--- config.mk ---
export PLATFORM = sky130hd
export DESIGN_NAME = spi_cs_hold_ctrl
export DESIGN_NICKNAME = d
export VERILOG_FILES = /design/src/rtl/spi_csh_pkg.sv /design/src/rtl/spi_csh_cfg_bank.sv /design/src/rtl/spi_csh_shifter.sv /design/src/rtl/spi_cs_hold_ctrl.sv
export SDC_FILE = /design/constraint.sdc
export NUM_CORES = 1
export LEC_CHECK = 0
export BUFFER_PORTS_ARGS = -buffer_cell sky130_fd_sc_hd__clkbuf_2
export CAP_MARGIN = 20
export CORE_AREA = 8 8 82 121
export CTS_CLUSTER_SIZE = 40
export DETAILED_ROUTE_END_ITERATION = 8
export DIE_AREA = 0 0 90 129
export PLACE_DENSITY = 0.62
export SLEW_MARGIN = 20
export SYNTH_ARGS = -nofsm -noshare
export SYNTH_HDL_FRONTEND = slang
export SYNTH_SLANG_ARGS = --single-unit
--- constraint.sdc ---
create_clock -name clk -period 2.6 [get_ports clk]
set_input_delay 0.39 -clock clk [delete_from_list [all_inputs] [get_ports clk]]
set_output_delay 0.39 -clock clk [all_outputs]
set_load 0.01 [all_outputs]
--- src/rtl/spi_csh_pkg.sv ---
package spi_csh_pkg;
  typedef enum logic [1:0] {
    ST_IDLE  = 2'd0,
    ST_SHIFT = 2'd1,
    ST_GAP   = 2'd2
  } csh_state_t;
endpackage

--- src/rtl/spi_csh_cfg_bank.sv ---
module spi_csh_cfg_bank #(
  parameter int NUM_CS = 4,
  parameter int DLY_W  = 8,
  localparam int CS_W  = $clog2(NUM_CS)
) (
  input  logic                    clk,
  input  logic                    rst,
  input  logic                    we,
  input  logic [CS_W-1:0]         idx,
  input  logic [DLY_W-1:0]        dly_in,
  input  logic                    hold_in,
  output logic [NUM_CS*DLY_W-1:0] dly_all,
  output logic [NUM_CS-1:0]       hold_all
);
  // one configuration slot per select
  for (genvar g = 0; g < NUM_CS; g++) begin : g_slot
    always_ff @(posedge clk) begin
      if (rst) begin
        dly_all[g*DLY_W +: DLY_W] <= '0;
        hold_all[g]               <= 1'b0;
      end else if (we && idx == CS_W'(g)) begin
        dly_all[g*DLY_W +: DLY_W] <= dly_in;
        hold_all[g]               <= hold_in;
      end
    end
  end
endmodule

--- src/rtl/spi_csh_shifter.sv ---
module spi_csh_shifter #(
  parameter int DATA_W  = 8,
  parameter int SCK_DIV = 4,
  localparam int TOTAL  = DATA_W * SCK_DIV,
  localparam int CNT_W  = $clog2(TOTAL),
  localparam int PH_W   = $clog2(SCK_DIV)
) (
  input  logic              clk,
  input  logic              rst,
  input  logic              load,
  input  logic [DATA_W-1:0] load_data,
  output logic              sck,
  output logic              mosi,
  output logic              busy,
  output logic              done
);
  logic [DATA_W-1:0] sr;
  logic [CNT_W-1:0]  cnt;
  logic [PH_W-1:0]   phase;

  assign phase = cnt[PH_W-1:0];
  assign done  = busy && (cnt == CNT_W'(TOTAL - 1));
  // mode 0: low half first, data sampled on the rising edge
  assign sck   = busy && (phase >= PH_W'(SCK_DIV / 2));
  assign mosi  = sr[DATA_W-1];

  always_ff @(posedge clk) begin
    if (rst) begin
      sr   <= '0;
      cnt  <= '0;
      busy <= 1'b0;
    end else if (load) begin
      sr   <= load_data;
      cnt  <= '0;
      busy <= 1'b1;
    end else if (busy) begin
      cnt <= cnt + 1'b1;
      if (done) begin
        busy <= 1'b0;
        sr   <= '0;
      end else if (phase == PH_W'(SCK_DIV - 1)) begin
        sr <= {sr[DATA_W-2:0], 1'b0};
      end
    end
  end
endmodule

--- src/rtl/spi_cs_hold_ctrl.sv ---
module spi_cs_hold_ctrl
  import spi_csh_pkg::*;
#(
  parameter int NUM_CS  = 4,
  parameter int DATA_W  = 8,
  parameter int DLY_W   = 8,
  parameter int SCK_DIV = 4,
  localparam int CS_W   = $clog2(NUM_CS)
) (
  input  logic              clk,
  input  logic              rst,
  input  logic              cfg_we,
  input  logic [CS_W-1:0]   cfg_idx,
  input  logic [DLY_W-1:0]  cfg_dly,
  input  logic              cfg_hold,
  input  logic              last_set,
  input  logic              wr_en,
  input  logic [DATA_W-1:0] wr_data,
  input  logic [CS_W-1:0]   wr_cs,
  output logic              hr_empty,
  output logic              sck,
  output logic              mosi,
  output logic [NUM_CS-1:0] cs_n
);
  logic [NUM_CS*DLY_W-1:0] dly_all;
  logic [NUM_CS-1:0]       hold_all;

  // holding register
  logic              hr_full;
  logic [DATA_W-1:0] hr_data;
  logic [CS_W-1:0]   hr_cs;
  logic              hr_last;

  // select sequencer state
  csh_state_t       state;
  logic             cs_on;
  logic [CS_W-1:0]  cs_act;
  logic             cur_last;
  logic             last_pend;
  logic [DLY_W-1:0] gap_cnt;

  logic sh_busy, sh_done;
  logic load_go, rel_go, drop_go, rel_last;

  spi_csh_cfg_bank #(.NUM_CS(NUM_CS), .DLY_W(DLY_W)) cfg_i (
    .clk(clk), .rst(rst), .we(cfg_we), .idx(cfg_idx),
    .dly_in(cfg_dly), .hold_in(cfg_hold),
    .dly_all(dly_all), .hold_all(hold_all)
  );

  spi_csh_shifter #(.DATA_W(DATA_W), .SCK_DIV(SCK_DIV)) shf_i (
    .clk(clk), .rst(rst), .load(load_go), .load_data(hr_data),
    .sck(sck), .mosi(mosi), .busy(sh_busy), .done(sh_done)
  );

  assign hr_empty = !hr_full;

  // decide load / release / switch-drop for this cycle
  always_comb begin
    load_go  = 1'b0;
    rel_go   = 1'b0;
    drop_go  = 1'b0;
    rel_last = 1'b0;
    unique case (state)
      ST_IDLE: begin
        if (hr_full) begin
          if (cs_on && hr_cs != cs_act) drop_go = 1'b1;
          else                          load_go = 1'b1;
        end
      end
      ST_GAP: begin
        if (gap_cnt == '0) begin
          if (cur_last) begin
            rel_go   = 1'b1;
            rel_last = 1'b1;
          end else if (hr_full && hr_cs == cs_act) begin
            load_go = 1'b1;
          end else if (!hold_all[cs_act]) begin
            rel_go = 1'b1;
          end
        end
      end
      default: ;
    endcase
  end

  always_ff @(posedge clk) begin
    if (rst) begin
      hr_full   <= 1'b0;
      hr_data   <= '0;
      hr_cs     <= '0;
      hr_last   <= 1'b0;
      state     <= ST_IDLE;
      cs_on     <= 1'b0;
      cs_act    <= '0;
      cur_last  <= 1'b0;
      last_pend <= 1'b0;
      gap_cnt   <= '0;
    end else begin
      // host side: accept only into an empty holding register
      if (wr_en && !hr_full) begin
        hr_full <= 1'b1;
        hr_data <= wr_data;
        hr_cs   <= wr_cs;
        hr_last <= last_pend || last_set;
      end else if (load_go) begin
        hr_full <= 1'b0;
      end

      if (last_set)      last_pend <= 1'b1;
      else if (rel_last) last_pend <= 1'b0;

      if (load_go) begin
        cs_act   <= hr_cs;
        cs_on    <= 1'b1;
        cur_last <= hr_last;
      end else if (rel_go || drop_go) begin
        cs_on <= 1'b0;
      end

      unique case (state)
        ST_IDLE:  if (load_go) state <= ST_SHIFT;
        ST_SHIFT: begin
          if (sh_done) begin
            state   <= ST_GAP;
            gap_cnt <= dly_all[cs_act*DLY_W +: DLY_W];
          end
        end
        ST_GAP: begin
          if (gap_cnt != '0)  gap_cnt <= gap_cnt - 1'b1;
          else if (load_go)   state   <= ST_SHIFT;
          else                state   <= ST_IDLE;
        end
        default: state <= ST_IDLE;
      endcase
    end
  end

  // select lines decoded from sequencer flops only
  for (genvar g = 0; g < NUM_CS; g++) begin : g_cs
    assign cs_n[g] = !(cs_on && cs_act == CS_W'(g));
  end
endmodule

* Word-level counts from Yosys, hierarchy flattened
Index checks and enable logic that the tools add are counted.
Storage, ports and cells: latch bits 0, memories 0, bits in writable memories 0, ROM bits 0, bits in registers 77, output and inout bits 7
Cells by class: magnitude comparators 2, reductions and logical operators 35, add/sub/neg operators 2, divide/modulo/power cells 0, multiplexer cells 40, multipliers 0, shift operators 1, bitwise operators 0, eq/ne operators 16
Operators by type and width (number):
- two-way mux 8 bit | 6
- variable part select 32 x 6 -> 8 bit | 1
- two-way mux 1 bit | 27
- one-hot mux 8 bit (2 select lines) | 1
- logical AND 1 bit | 13
- equality test 2 bit (second input constant) | 6
- nonzero test 2 bit | 5
- logical NOT 8 bit | 1
- inequality test 2 bit (second input constant) | 4
- nonzero test 8 bit | 1
- subtractor 8 x 1 -> 8 bit (second input constant) | 1
- equality test 2 x 1 -> 1 bit (second input constant) | 3
- logical NOT 2 bit | 3
- two-way mux 2 bit | 3
- one-hot mux 2 bit (3 select lines) | 1
- AND reduction 3 bit | 2
- adder 5 x 1 -> 5 bit (second input constant) | 1
- equality test 5 bit (second input constant) | 1
- logical NOT 1 bit | 5
- < comparator 2 x 3 -> 1 bit (second input constant) | 1
- nonzero test 3 bit | 1
- binary-select mux 1 bit (select 2 bit) | 1
- equality test 2 bit | 1
- greater-or-equal comparator 2 bit (second input constant) | 1
- other kinds (5) | 6

* Longest topological paths before layout
depth after elaboration 10, depth in mapped cells 8, depth with buffers taken out 7

* Hierarchy
Synthesis repeated with hierarchy kept, for this count alone.
Second synthesis, totals: cell total of the unflattened synthesis 375, area total of the unflattened synthesis 3658.5 um^2
By module, submodules not included:
- spi_cs_hold_ctrl | cells each 180, seq. area each 540.5 um^2, area each 1545.2 um^2, instances 1
- spi_csh_cfg_bank | cells each 131, seq. area each 720.7 um^2, area each 1455.1 um^2, instances 1
- spi_csh_shifter | cells each 64, seq. area each 280.3 um^2, area each 658.1 um^2, instances 1

* Worst setup path before layout
No wires, ideal clock.
path type flip-flop to flip-flop, start register gap_cnt[0], end register shf_i.sr[3], library setup time 0.123 ns, stages on the path, launching flop included 8, clock period less this slack 1.928 ns, buffers on the path 1, setup slack 0.672 ns, required time 2.477 ns, data arrival time 1.805 ns, cell sequence dfxtp_1 -> inv_1 -> ha_1 -> or4b_4 -> nor3_4 -> a22o_4 -> buf_6 -> mux2_1
On the way: cells in the longest elaborated chain, start to end 5
Ends and longest elaborated chain:
- start: declaration | RTL line spi_cs_hold_ctrl.sv:40 | logic [DLY_W-1:0] gap_cnt;
- start signal: assignment | RTL line spi_cs_hold_ctrl.sv:126 | gap_cnt <= dly_all[cs_act*DLY_W +: DLY_W];
- start signal: assignment | RTL line spi_cs_hold_ctrl.sv:130 | if (gap_cnt != '0) gap_cnt <= gap_cnt - 1'b1;
- logical NOT 8 bit (*) | RTL line spi_cs_hold_ctrl.sv:72 | if (gap_cnt == '0) begin
- two-way mux 1 bit (*) | RTL line spi_cs_hold_ctrl.sv:72
- one-hot mux 1 bit (2 select lines) (*) | RTL line spi_cs_hold_ctrl.sv:64 | unique case (state)
- nonzero test 3 bit (no source line) / nonzero test 2 bit (equally long branches)
- AND reduction 2 bit (no source line)
- end signal: assignment | RTL line spi_csh_shifter.sv:33 | sr <= load_data;
- end signal: assignment | RTL line spi_csh_shifter.sv:42 | sr <= {sr[DATA_W-2:0], 1'b0};
- end: declaration | RTL line spi_csh_shifter.sv:17 | logic [DATA_W-1:0] sr;
Every way passes the cells marked *; elsewhere a longest branch is shown, timed or not. A chain may end at the register's enable or synchronous reset.

* Worst setup path in the final report
start register shf_i.cnt[1], end register gap_cnt[4]
On the way: cells in the longest elaborated chain, start to end 4
Ends and longest elaborated chain:
- start: declaration | RTL line spi_csh_shifter.sv:18 | logic [CNT_W-1:0] cnt;
- start signal: assignment | RTL line spi_csh_shifter.sv:37 | cnt <= cnt + 1'b1;
- equality test 5 bit | RTL line spi_csh_shifter.sv:22 | assign done = busy && (cnt == CNT_W'(TOTAL - 1));
- logical AND 1 bit | RTL line spi_csh_shifter.sv:22
- inequality test 2 bit (no source line)
- AND reduction 3 bit (no source line)
No other way between the ends.

==> metrics.csv <==
stage,metric,value,unit
run_status,status,"complete, no violations",
worst_setup_path,dominant cell type by count on the critical path,ha_1,
hold_path,hold path cells,3,
worst_setup_path,CP cell instances,"ha_1, and3_1, ha_1, nand4b_1, and2_1, o32ai_1",
worst_setup_path,Crit. End Element,register,
yosys,mapped cell area,0.00359,sq mm
cts,number of CTS-inserted buffers,9,
timing,Fin. Hold Viols,0,
timing,setup TNS,0,ns
timing,period utilization,83.4,%
yosys,asr flop ratio synth,0,%
hold_path,HP Class,in2reg,
pwr,cell internal pwr,2.16,mW
route,DR WL/cell,15.0,um
final_layout,fin nets,451,
worst_setup_path,max incr delay on CP,0.41,ns
final_layout,"most common cell after layout, fill and taps aside",dfxtp_1,
cts,worst skew pair latency,0.33,ns
cts,post-cts sizing count,0,
route,initial DRC count,220,
timing,max-slew violations,0,
placement,Detailed Place HPWL,5480,um
timing,Max Freq,0.461,GHz
cts,CTS tree,yes,
worst_setup_path,Required @ worst endpoint,2.84,ns
cts,Num Clock Sinks,77,
die,core box area,0.00821,sq mm
route,post-route ant nets,0,
global_routing,largest net degree at the start of global routing,72,
yosys,leading register cell type out of synthesis,dfxtp_1,
timing,"Setup violations, final",0,
yosys,largest cells by area after synthesis,"dfxtp_1 (43%), mux2i_1 (6.7%), nand2_1 (6.5%)",
global_routing,vias in the first global route,2809,
final_layout,share of layout cells above drive strength 1,17.9,%
run,max cap viols,0,
worst_setup_path,startpoint types,register,
route,final wirelength,7970,um
die,Die Width,90,um
worst_setup_path,Critical-path top delay cell,nand4b_1,
yosys,number of flops mapped to enable cells by yosys,0,
yosys,Ys Warns,0,
global_routing,Tot GR Track Use,14.2,%
timing,Worst-Margin Slew,0.722,ns
cts,H-tree levels,3,
pwr,Pwr Density,678,mW/mm^2
final_layout,Layout area overhead,15.9,%
route,DR vias/cell,5.40,
cts,CTS Buffer Depth,2,
cts,Post-CTS Hold Buffers,0,
placement,number of I/O port buffers,32,
pwr,Static Leak,1.62,nW
route,Pre-antenna DRT Iters,5,
worst_setup_path,Critical Path Fanout Max,10,
worst_setup_path,crit path launch,shf_i.cnt[1],
timing,RSZ-0062 raised after global routing,no,
yosys,Post-Syn Instances,395,
yosys,Mapped Nets,426,
global_routing,first-pass GRT wire length,13300,um
worst_setup_path,r2r startpoint,shf_i.cnt[1],
worst_setup_path,worst r2r path cells,6,
final_layout,ant diodes,0,
yosys,post-synthesis register bit count,77,
hold_path,hold worst-path end,hr_data[7],
pwr,Clk pwr share,46.2,%
pwr,Comb pwr share,8.7,%
timing,clock skew,0.00447,ns
yosys,"area leader, netlist",dfxtp_1,
worst_setup_path,RR Endpoint,gap_cnt[4],
hold_path,beginning of the worst hold path,wr_data[7],
worst_setup_path,worst reg2reg setup slack,0.43,ns
route,Vias,2873,
pwr,Sw Share,23.4,%
global_routing,initial antenna violation count,0,
pwr,Sw Pwr,0.660,mW
pwr,part of the power in registers,45.1,%
timing,min Tclk post-route,2.17,ns
final_layout,most frequent cells in the layout,"dfxtp_1 (77), nand2_1 (62), a21oi_1 (43)",
worst_setup_path,crit path kind,reg2reg,
yosys,Synth Area per Inst,9.08,sq um
die,num ports,33,
yosys,Cell variety after synth,55,
die,Die Ht,129,um
yosys,register area share after synthesis,43.0,%
route,DRC violations left,0,
pwr,VDD IR max,0.000417,V
die,Initial Util,43.7,%
cts,Post-CTS Setup Inserts,0,
timing,Slew headroom,51.8,%
die,die area,0.0116,sq mm
worst_setup_path,crit path DAT,2.41,ns
final_layout,fin area,0.00416,sq mm
placement,DP Area,0.00385,sq mm
placement,placer's final routability congestion estimate,0.801,
final_layout,Fillers,805,
yosys,Synth top area share,43.0,%
cts,clock-pin slew on the worst setup and hold paths,0.06,ns
global_routing,grt total ovfl,0,
cts,Root Buffer,clkbuf_16,
die,# rows,41,
cells in the mapped netlist (2+ instances only):
master / count
a21oi_1: 43
a22oi_1: 8
a31oi_1: 2
and3_1: 2
buf_1: 5
buf_2: 4
clkbuf_1: 15
dfxtp_1: 77
ha_1: 5
inv_1: 5
mux2_1: 6
mux2i_1: 24
mux4_2: 9
nand2_1: 62
nand2b_1: 14
nand3_1: 5
nand3b_1: 5
nand4_1: 2
nand4b_1: 2
nor2_1: 34
nor2b_1: 11
nor3_1: 10
nor3b_1: 3
o21ai_0: 3
o21ai_1: 2
o22ai_1: 2
o32ai_1: 3
or3b_2: 2
xor2_1: 4
power by group through the flow:
stage	combinational (mW)	clock [mW]	sequential, mW
after global placement	0.243	0	1.29
after global routing	0.272	1.38	1.28
after floorplan	0.188	0	1.28
final	0.244	1.30	1.27
after detailed placement	0.247	0	1.30
after CTS	0.248	1.32	1.27
per-layer routing:
layer	vias to the layer above	global-route usage, %	part of all wire, %
met5	-	0	0
met4	0	7.68	2.3
met3	14	2.91	3.0
met2	47	24.8	50
met1	1377	15.8	45
li1	1435	-	-
sequential cells by signal, indices dropped and copies added, names as in the netlist, 2 cells and up:
register and cells:
cfg_i.dly_all 32, cfg_i.hold_all 4, cs_act 2, gap_cnt 8
hr_cs 2, hr_data 8, shf_i.cnt 5, shf_i.sr 8
state 2
kinds of logic after synthesis:
| logic type | after synthesis | share of synthesized area [%] |
|---|---|---|
| adders and majority gates | 5 | 1.74 |
| DFF | 77 | 43.0 |
| muxes | 40 | 14.6 |
| and+or+nand+nor | 162 | 22.5 |
| xor gates and xnor gates | 5 | 1.22 |
| AOI/OAI and AO/OA | 75 | 13.3 |
| buffers and inverters | 31 | 3.70 |
critical path: cells and delay by family (launching register included):
kind	cells	cell delay, ns
AOI/OAI and AO/OA	1	0.26
DFF	1	0.40
and+or+nand+nor	3	0.95
adders and majority gates	2	0.45
worst max path at each step:
stage,endpoint
final,gap_cnt[4]
after global routing,gap_cnt[1]
after global placement,gap_cnt[4]
after CTS,gap_cnt[4]
after floorplan,shf_i.sr[3]
after detailed placement,gap_cnt[4]
per-stage QoR:
stage / utilization, % / std cells / setup WS, ns / power, mW / hold WS, ns
6_report: 50.7 / 532 / 0.431 / 2.82 / 0.277
5_1_grt: 50.7 / 532 / 0.214 / 2.93 / 0.282
4_1_cts: 50.7 / 532 / 0.454 / 2.84 / 0.274
3_5_place_dp: 46.9 / 516 / 0.472 / 1.54 / 0.443
3_3_place_gp: 46.9 / 516 / 0.569 / 1.54 / 0.441
2_1_floorplan: - / 395 / 0.672 / 1.47 / 0.432
layout make-up:
| cell class | count | area [sq um] | area share (%) |
|---|---|---|---|
| tap | 107 | 134 | 3.22 |
| inverter | 5 | 18.8 | 0.451 |
| clock buffer | 13 | 270 | 6.50 |
| clock inverter | 3 | 42.5 | 1.02 |
| sequential | 77 | 1540 | 37.1 |
| multi-input combinational | 287 | 1920 | 46.1 |
| timing repair buffer | 40 | 233 | 5.60 |
Power figures use the tool's default switching activity.
